<file path="config.mk">
export PLATFORM = sky130hd
export DESIGN_NAME = charge_ledger
export DESIGN_NICKNAME = d
export VERILOG_FILES = /design/src/rtl/charge_ledger_pkg.sv /design/src/rtl/ledger_rst_seq.sv /design/src/rtl/ledger_chg_qual.sv /design/src/rtl/ledger_edv_mon.sv /design/src/rtl/charge_ledger.sv
export SDC_FILE = /design/constraint.sdc
export NUM_CORES = 1
export LEC_CHECK = 0
export CAP_MARGIN = 20
export CORE_ASPECT_RATIO = 0.9
export CORE_MARGIN = 3
export CORE_UTILIZATION = 50
export CTS_BUF_LIST = sky130_fd_sc_hd__clkbuf_8 sky130_fd_sc_hd__clkbuf_16
export DETAILED_ROUTE_END_ITERATION = 12
export PLACE_DENSITY = 0.76
export SLEW_MARGIN = 10
export SYNTH_ARGS = -nofsm -noshare
export SYNTH_HDL_FRONTEND = slang
export SYNTH_HIERARCHICAL = 1
export SYNTH_SLANG_ARGS = --single-unit
export TNS_END_PERCENT = 10
</file>
<file path="constraint.sdc">
create_clock -name clk_i -period 6.9 [get_ports clk_i]
set_input_delay 1.725 -clock clk_i [delete_from_list [all_inputs] [get_ports clk_i]]
set_output_delay 1.725 -clock clk_i [all_outputs]
set_load 0.005 [all_outputs]
</file>
<file path="src/rtl/charge_ledger_pkg.sv">
package charge_ledger_pkg;

  typedef enum logic [2:0] {
    OP_IDLE,
    OP_DONE,
    OP_CHG,
    OP_DSG,
    OP_SDC
  } ledger_op_e;

  typedef enum logic [1:0] {
    CAP_HIGH,
    CAP_MID,
    CAP_LOW
  } cap_band_e;

  function automatic logic [2:0] edv_delay(cap_band_e cb, logic [1:0] tb);
    logic [2:0] d;
    unique case (cb)
      CAP_HIGH: d = (tb == 2'd0) ? 3'd7 : (tb == 2'd1) ? 3'd6 : 3'd5;
      CAP_MID:  d = (tb == 2'd0) ? 3'd4 : (tb == 2'd1) ? 3'd3 : 3'd2;
      default:  d = 3'd2;
    endcase
    return d;
  endfunction

endpackage

</file>
<file path="src/rtl/ledger_rst_seq.sv">
module ledger_rst_seq #(
  parameter int DW = 8
) (
  input  logic          clk_i,
  input  logic          rst_ni,
  input  logic          prog_wr_i,
  input  logic          cap_wr_i,
  input  logic [DW-1:0] wr_data_i,
  output logic          fire_o
);
  logic armed_q;
  logic zero_data;

  assign zero_data = (wr_data_i == '0);
  assign fire_o    = armed_q && cap_wr_i && !prog_wr_i && zero_data;

  always_ff @(posedge clk_i or negedge rst_ni) begin
    if (!rst_ni)        armed_q <= 1'b0;
    else if (prog_wr_i) armed_q <= zero_data;
    else if (cap_wr_i)  armed_q <= 1'b0;
  end

  a_r8_fire_disarms: assert property (@(posedge clk_i) disable iff (!rst_ni)
    fire_o |=> !armed_q);
  a_r8_needs_arm: assert property (@(posedge clk_i) disable iff (!rst_ni)
    (cap_wr_i && !armed_q) |-> !fire_o);
endmodule

</file>
<file path="src/rtl/ledger_chg_qual.sv">
module ledger_chg_qual (
  input  logic clk_i,
  input  logic rst_ni,
  input  logic chg_i,
  input  logic brk_i,
  output logic evt_o,
  output logic valid_o,
  output logic active_o
);
  logic [1:0] run_q;

  assign evt_o    = chg_i && (run_q == 2'd2);
  assign valid_o  = chg_i && (run_q >= 2'd2);
  assign active_o = (run_q == 2'd3);

  always_ff @(posedge clk_i or negedge rst_ni) begin
    if (!rst_ni)                         run_q <= 2'd0;
    else if (brk_i)                      run_q <= 2'd0;
    else if (chg_i && run_q != 2'd3)     run_q <= run_q + 2'd1;
  end

  a_r5_evt_once: assert property (@(posedge clk_i) disable iff (!rst_ni)
    evt_o && !brk_i |=> !evt_o);
  a_r5_brk_ends: assert property (@(posedge clk_i) disable iff (!rst_ni)
    brk_i |=> !active_o);
endmodule

</file>
<file path="src/rtl/ledger_edv_mon.sv">
module ledger_edv_mon (
  input  logic       clk_i,
  input  logic       rst_ni,
  input  logic       below_i,
  input  logic       ovld_i,
  input  logic       tick_i,
  input  logic [2:0] delay_i,
  input  logic       clr_i,
  output logic       flag_o,
  output logic       set_o
);
  logic [2:0] cnt_q;
  logic       flag_q;
  logic       armed;
  logic       due;

  assign armed  = below_i && !ovld_i && !flag_q;
  assign due    = ({1'b0, cnt_q} + 4'd1) >= {1'b0, delay_i};
  assign set_o  = !clr_i && armed && tick_i && due;
  assign flag_o = flag_q;

  always_ff @(posedge clk_i or negedge rst_ni) begin
    if (!rst_ni) begin
      cnt_q  <= '0;
      flag_q <= 1'b0;
    end else if (clr_i) begin
      cnt_q  <= '0;
      flag_q <= 1'b0;
    end else if (!below_i || ovld_i) begin
      cnt_q  <= '0;
    end else if (set_o) begin
      cnt_q  <= '0;
      flag_q <= 1'b1;
    end else if (armed && tick_i) begin
      cnt_q  <= cnt_q + 3'd1;
    end
  end

  a_r7_latched: assert property (@(posedge clk_i) disable iff (!rst_ni)
    flag_q && !clr_i |=> flag_q);
  a_r7_ovld_blocks: assert property (@(posedge clk_i) disable iff (!rst_ni)
    ovld_i && !flag_q |=> !flag_q);
  a_r6_clear: assert property (@(posedge clk_i) disable iff (!rst_ni)
    clr_i |=> !flag_q);
endmodule

</file>
<file path="src/rtl/charge_ledger.sv">
module charge_ledger
  import charge_ledger_pkg::*;
#(
  parameter int          CW  = 16,
  parameter int          DW  = 8,
  parameter logic [15:0] PFC = 16'd27136
) (
  input  logic          clk_i,
  input  logic          rst_ni,
  input  logic          chg_i,
  input  logic          dsg_i,
  input  logic          sdc_i,
  input  logic          done_i,
  input  logic          vlow1_i,
  input  logic          vlow2_i,
  input  logic          ovld_i,
  input  logic          cold_i,
  input  logic [1:0]    temp_band_i,
  input  logic          sec_tick_i,
  input  logic          prog_wr_i,
  input  logic          cap_wr_i,
  input  logic [DW-1:0] wr_data_i,
  output logic [CW-1:0] nac_o,
  output logic [CW-1:0] dcr_o,
  output logic [CW-1:0] lmd_o,
  output logic          vdq_o,
  output logic          brp_o,
  output logic          edv1_o,
  output logic          edvf_o,
  output logic          chg_active_o
);
  localparam int            NMON = 2;
  localparam int            EW   = CW + 3;
  localparam int            MW   = CW + 7;
  localparam logic [CW-1:0] SAT  = '1;
  localparam logic [CW-1:0] PFC_C = CW'(PFC);

  logic [CW-1:0] nac_q, dcr_q, lmd_q, base_q, acc_q;
  logic [CW-1:0] nac_n, dcr_n, lmd_n, base_n, acc_n;
  logic          vdq_q, brp_q, vdq_n, brp_n;

  ledger_op_e    op;
  cap_band_e     band;
  logic [2:0]    delay;
  logic          soft_fire;
  logic          evt, chg_valid;
  logic          brk;
  logic [NMON-1:0] below, flag, set;
  logic [CW-1:0] learn_floor, learn_val;
  logic [CW-1:0] acc_inc;

  always_comb begin
    if (done_i)     op = OP_DONE;
    else if (chg_i) op = OP_CHG;
    else if (dsg_i) op = OP_DSG;
    else if (sdc_i) op = OP_SDC;
    else            op = OP_IDLE;
  end

  assign brk = soft_fire || op == OP_DONE || op == OP_DSG || op == OP_SDC;

  ledger_rst_seq #(.DW(DW)) u_rst_seq (
    .clk_i, .rst_ni, .prog_wr_i, .cap_wr_i, .wr_data_i, .fire_o(soft_fire)
  );

  ledger_chg_qual u_chg_qual (
    .clk_i, .rst_ni,
    .chg_i   (op == OP_CHG && !soft_fire),
    .brk_i   (brk),
    .evt_o   (evt),
    .valid_o (chg_valid),
    .active_o(chg_active_o)
  );

  // band from fill ratio: >40% high, <20% low
  always_comb begin
    if (EW'(nac_q) * EW'(5) > EW'(lmd_q) * EW'(2)) band = CAP_HIGH;
    else if (EW'(nac_q) * EW'(5) < EW'(lmd_q))     band = CAP_LOW;
    else                                             band = CAP_MID;
  end
  assign delay = edv_delay(band, temp_band_i);

  assign below = {vlow2_i, vlow1_i};

  for (genvar g = 0; g < NMON; g++) begin : g_edv
    ledger_edv_mon u_mon (
      .clk_i, .rst_ni,
      .below_i(below[g]),
      .ovld_i,
      .tick_i (sec_tick_i),
      .delay_i(delay),
      .clr_i  (evt || soft_fire),
      .flag_o (flag[g]),
      .set_o  (set[g])
    );
  end

  assign learn_floor = lmd_q - (lmd_q >> 2);
  assign learn_val   = (dcr_q > learn_floor) ? dcr_q : learn_floor;
  assign acc_inc     = (acc_q == SAT) ? acc_q : acc_q + 1'b1;

  always_comb begin
    nac_n  = nac_q;
    dcr_n  = dcr_q;
    lmd_n  = lmd_q;
    vdq_n  = vdq_q;
    brp_n  = brp_q;
    base_n = base_q;
    acc_n  = acc_q;
    unique case (op)
      OP_DONE: begin
        nac_n  = lmd_q;
        vdq_n  = 1'b1;
        base_n = lmd_q;
        acc_n  = '0;
      end
      OP_CHG: begin
        if (evt && flag[0]) begin
          nac_n = '0;
          brp_n = 1'b0;
          if (vdq_q) lmd_n = learn_val;
        end else if (nac_q < lmd_q) begin
          nac_n = nac_q + 1'b1;
        end
        if (evt) vdq_n = 1'b0;
        if (chg_valid && nac_n == lmd_n) brp_n = 1'b0;
      end
      OP_DSG: begin
        if (nac_q == lmd_q && !vdq_q) begin
          vdq_n  = 1'b1;
          base_n = lmd_q;
          acc_n  = '0;
        end
        if (nac_q != '0)  nac_n = nac_q - 1'b1;
        if (dcr_q != SAT) dcr_n = dcr_q + 1'b1;
      end
      OP_SDC: begin
        if (nac_q != '0) begin
          nac_n = nac_q - 1'b1;
          if (dcr_q != SAT) dcr_n = dcr_q + 1'b1;
          if (vdq_q) begin
            acc_n = acc_inc;
            if (MW'(acc_inc) * MW'(50) > MW'(base_q) * MW'(3)) vdq_n = 1'b0;
          end
        end
      end
      default: ;
    endcase
    if (set[0] && cold_i) vdq_n = 1'b0;
    if (nac_n == lmd_n)   dcr_n = '0;
  end

  always_ff @(posedge clk_i or negedge rst_ni) begin
    if (!rst_ni) begin
      nac_q  <= '0;
      dcr_q  <= '0;
      lmd_q  <= PFC_C;
      vdq_q  <= 1'b0;
      brp_q  <= 1'b1;
      base_q <= '0;
      acc_q  <= '0;
    end else if (soft_fire) begin
      nac_q  <= '0;
      dcr_q  <= '0;
      lmd_q  <= PFC_C;
      vdq_q  <= 1'b0;
      brp_q  <= 1'b1;
      base_q <= '0;
      acc_q  <= '0;
    end else begin
      nac_q  <= nac_n;
      dcr_q  <= dcr_n;
      lmd_q  <= lmd_n;
      vdq_q  <= vdq_n;
      brp_q  <= brp_n;
      base_q <= base_n;
      acc_q  <= acc_n;
    end
  end

  assign nac_o  = nac_q;
  assign dcr_o  = dcr_q;
  assign lmd_o  = lmd_q;
  assign vdq_o  = vdq_q;
  assign brp_o  = brp_q;
  assign edv1_o = flag[0];
  assign edvf_o = flag[1];

  a_r1_nac_capped: assert property (@(posedge clk_i) disable iff (!rst_ni)
    nac_q <= lmd_q);
  a_r2_dcr_holds: assert property (@(posedge clk_i) disable iff (!rst_ni)
    dcr_q == SAT && !soft_fire |=> dcr_q == SAT || dcr_q == '0);
  a_r3_done_fills: assert property (@(posedge clk_i) disable iff (!rst_ni)
    done_i && !soft_fire && !(set[0] && cold_i) |=> nac_q == lmd_q && vdq_q);
  a_r5_clamp: assert property (@(posedge clk_i) disable iff (!rst_ni)
    !soft_fire |=> (EW'(lmd_q) * EW'(4)) >= (EW'($past(lmd_q)) * EW'(3)));
  a_r8_soft: assert property (@(posedge clk_i) disable iff (!rst_ni)
    soft_fire |=> lmd_q == PFC_C && nac_q == '0 && brp_q && !vdq_q);
  a_r10_chg_over_dsg: assert property (@(posedge clk_i) disable iff (!rst_ni)
    chg_i && dsg_i && !done_i && !soft_fire && !flag[0] |=> nac_q >= $past(nac_q));
endmodule

</file>
==> flow_summary.yaml <==
synth:
  synth_most_common_cell: "ha_1"
  synth_ff_type: "dfrtp_1"
  yosys-top-cells-count: "203 x ha_1, 131 x inv_1, 116 x nor2_1"
  synth-edff-count: 0
  synth_top_area_share: 0.208
  yosys_register_bits: 93
  ys_seq_area_frac: 0.191
  synth_warnings: 6
  postSynthAreaPerCell_um2: 8.08
  synth_cell_type_count: 82
  syn_inst: 1513
  yosysTopAreaCell: "ha_1"
  synthTopCellsByArea: "ha_1 21%, dfrtp_1 18%, xnor2_1 5.8%"
  syn_area_mm2: 0.0122
  synth_nets: 1753
  synthArstFlopShare: 1.00
critical_path:
  crit_start: "nac_o[3]"
  criticalPathCategory: "reg2reg"
  r2r_start: "nac_o[3]"
  cp_max_fo: 12
  crit_family: "compound AO/OA/AOI/OAI gates"
  r2r_cells: 28
  end_kind: "flop"
  r2r_slack_ns: 0.52
  cp.depth: 28
  path_buf_inv: 2
  cp_common_cell: "ha_1"
  crit_end: "vdq_o"
  critPathArrivalTime_ns: 6.68
  max_stage_delay_ns: 0.50
  cp-start-kind: "flop"
  critical_path_required_ns: 7.20
  cpMaxStageDelayCell: "dfrtp_2"
  r2r_end: "vdq_o"
place:
  place_congestion: 0.979
  port_buffers: 75
  pre_cts_ws_ns: 0.259
  hpwl_mm: 29.5
  dpl_cell_area_mm2: 0.0135
min_path:
  hp-class: "reg2reg"
clock_tree:
  cts-root-buf: "clkbuf_16"
  htreeDepth: 3
  cts_max_path_buffers: 2
  cts_buffers: 9
  cts_setup_buffers: 0
  cts.sinks: 93
  cts_tree: "built"
  path_clk_slew_ns: 0.07
  clk_latency_ns: 0.37
timing:
  finalSetupViolCount: 0
  hold_viol_final: 0
  fin_tns_setup_ns: 0
  fmax_mhz: 157
  slew_headroom: 0.289
  worstMarginPinSlew_ns: 1.06
  timing.final.ws_setup_ns: 0.523
  fin_skew_ns: 0.0121
  grt_setup_unrepaired: "no"
  finalCritPeriodShare: 0.924
  min_period_ns: 6.38
  slew_viol_final: 0
layout:
  drive_above_1_share: 0.0689
  fill_cells: 2114
  nets: 1831
  syn2layout_area_growth_pct: 13.0
  antenna_cells: 0
  finalInstanceArea_mm2: 0.0138
drt:
  final_antenna_net_count: 0
  viasPerCell: 6.24
  dr.first_iter.drc_count: 1086
  wl_mm: 38.1
  drt_first_pass_iters: 6
  wire_per_inst_um: 20.1
  drc_errors: 0
  vias: 11844
floorplanning:
  rows: 53
  die_area_mm2: 0.0264
  die_h_um: 154
  die_w_um: 171
  core-area_mm2: 0.0237
  top_level_ports: 76
  start_util: 0.516
pwr:
  power.density_mw_per_mm2: 187
  leakage_uw: 0.00657
  irDropWorstVdd_v: 0.000114
run_status:
  status: "finished clean"
global_routing:
  grt_pass1_vias: 11416
  grt_overflow: 0
  grt_start_max_net_pins: 63
  grt_first_pass_wirelength_mm: 60.7
  track_usage: 0.287
  antenna_found_initial: 0
run:
  cap_viol_max_count: 0
-- where the power goes --
part           leakage (uW)  total, uW  internal [uW]  switching [uW]
Combinational       0.00534       1380            593             783
Clock              0.000156        540            295             245
Sequential          0.00107        671            587            83.4
-- cell usage in the layout (no fill, tap or decap), types with 52 or more instances in the layout --
master and count:
nor2_1 115, xnor2_1 81, nand2_1 112, clkdlybuf4s50_1 74
o21ai_0 66, inv_1 132, ha_1 203, dfrtp_1 87
a21oi_1 102, nand3_1 52
-- routing by layer --
| metal | up-vias | routed length [um] | global-route usage |
|---|---|---|---|
| li1 | 5683 | - | - |
| met1 | 5558 | 16700 | 0.395 |
| met2 | 519 | 16900 | 0.453 |
| met3 | 84 | 3390 | 0.0624 |
| met4 | 0 | 1070 | 0.0877 |
| met5 | - | 0 | 0 |
-- worst min path at each step --
stage,start,to,depth (start not counted)
floorplan,base_q[10],base_q[10],2
global placement,g_edv[1].u_mon/cnt_q[1],g_edv[1].u_mon/cnt_q[1],1
detailed placement,g_edv[1].u_mon/cnt_q[1],g_edv[1].u_mon/cnt_q[1],1
CTS,g_edv[1].u_mon/cnt_q[1],g_edv[1].u_mon/cnt_q[1],1
global route,g_edv[1].u_mon/cnt_q[1],g_edv[1].u_mon/cnt_q[1],1
finish,g_edv[1].u_mon/cnt_q[1],g_edv[1].u_mon/cnt_q[1],1
-- through the flow --
stage               cells   util  power, uW  hold slack, ns
floorplan            1513      -       1600           0.481
CTS                  1897  0.582       2560           0.527
detailed placement   1881  0.569       2010           0.511
global route         1898  0.583       2790           0.540
global placement     1881  0.569       1980           0.509
finish               1898  0.583       2590           0.529
-- area by class of cell --
cell class                 count  area, um^2  share of cell area
tap                          302         378              0.0274
sequential                    93        2330               0.169
clock inverter                 6        71.3             0.00516
inverter                     131         492              0.0356
multi-input combinational   1236        9210               0.667
timing repair buffer         120        1090              0.0786
clock buffer                  10         239              0.0173
-- cells by family after synthesis --
group	count (synthesis)	share of synthesized area
adder cells (fa/ha/maj)	218	0.232
AO/OA/AOI/OAI	392	0.213
multiplexers	21	0.0187
XOR/XNOR	117	0.0839
AND/OR/NAND/NOR	488	0.204
flip-flops	93	0.191
buffers and inverters	184	0.0582
-- what timing repair did --
action,4_1_cts,5_1_grt
gates resized for setup,0,8
setup endpoints to repair,0,1
hold buffers,0,0
-- state kept, by name, summed over array words and instances, names as in the netlist --
signal              cells
base_q                 16
lmd_o                  16
u_chg_qual/run_q        2
acc_q                  16
nac_o                  16
u_rst_seq/armed_q       1
vdq_o                   1
g_edv.u_mon/cnt_q       6
g_edv.u_mon/flag_o      2
brp_o                   1
dcr_o                  16
No activity file was read; power rests on OpenSTA's default activity.
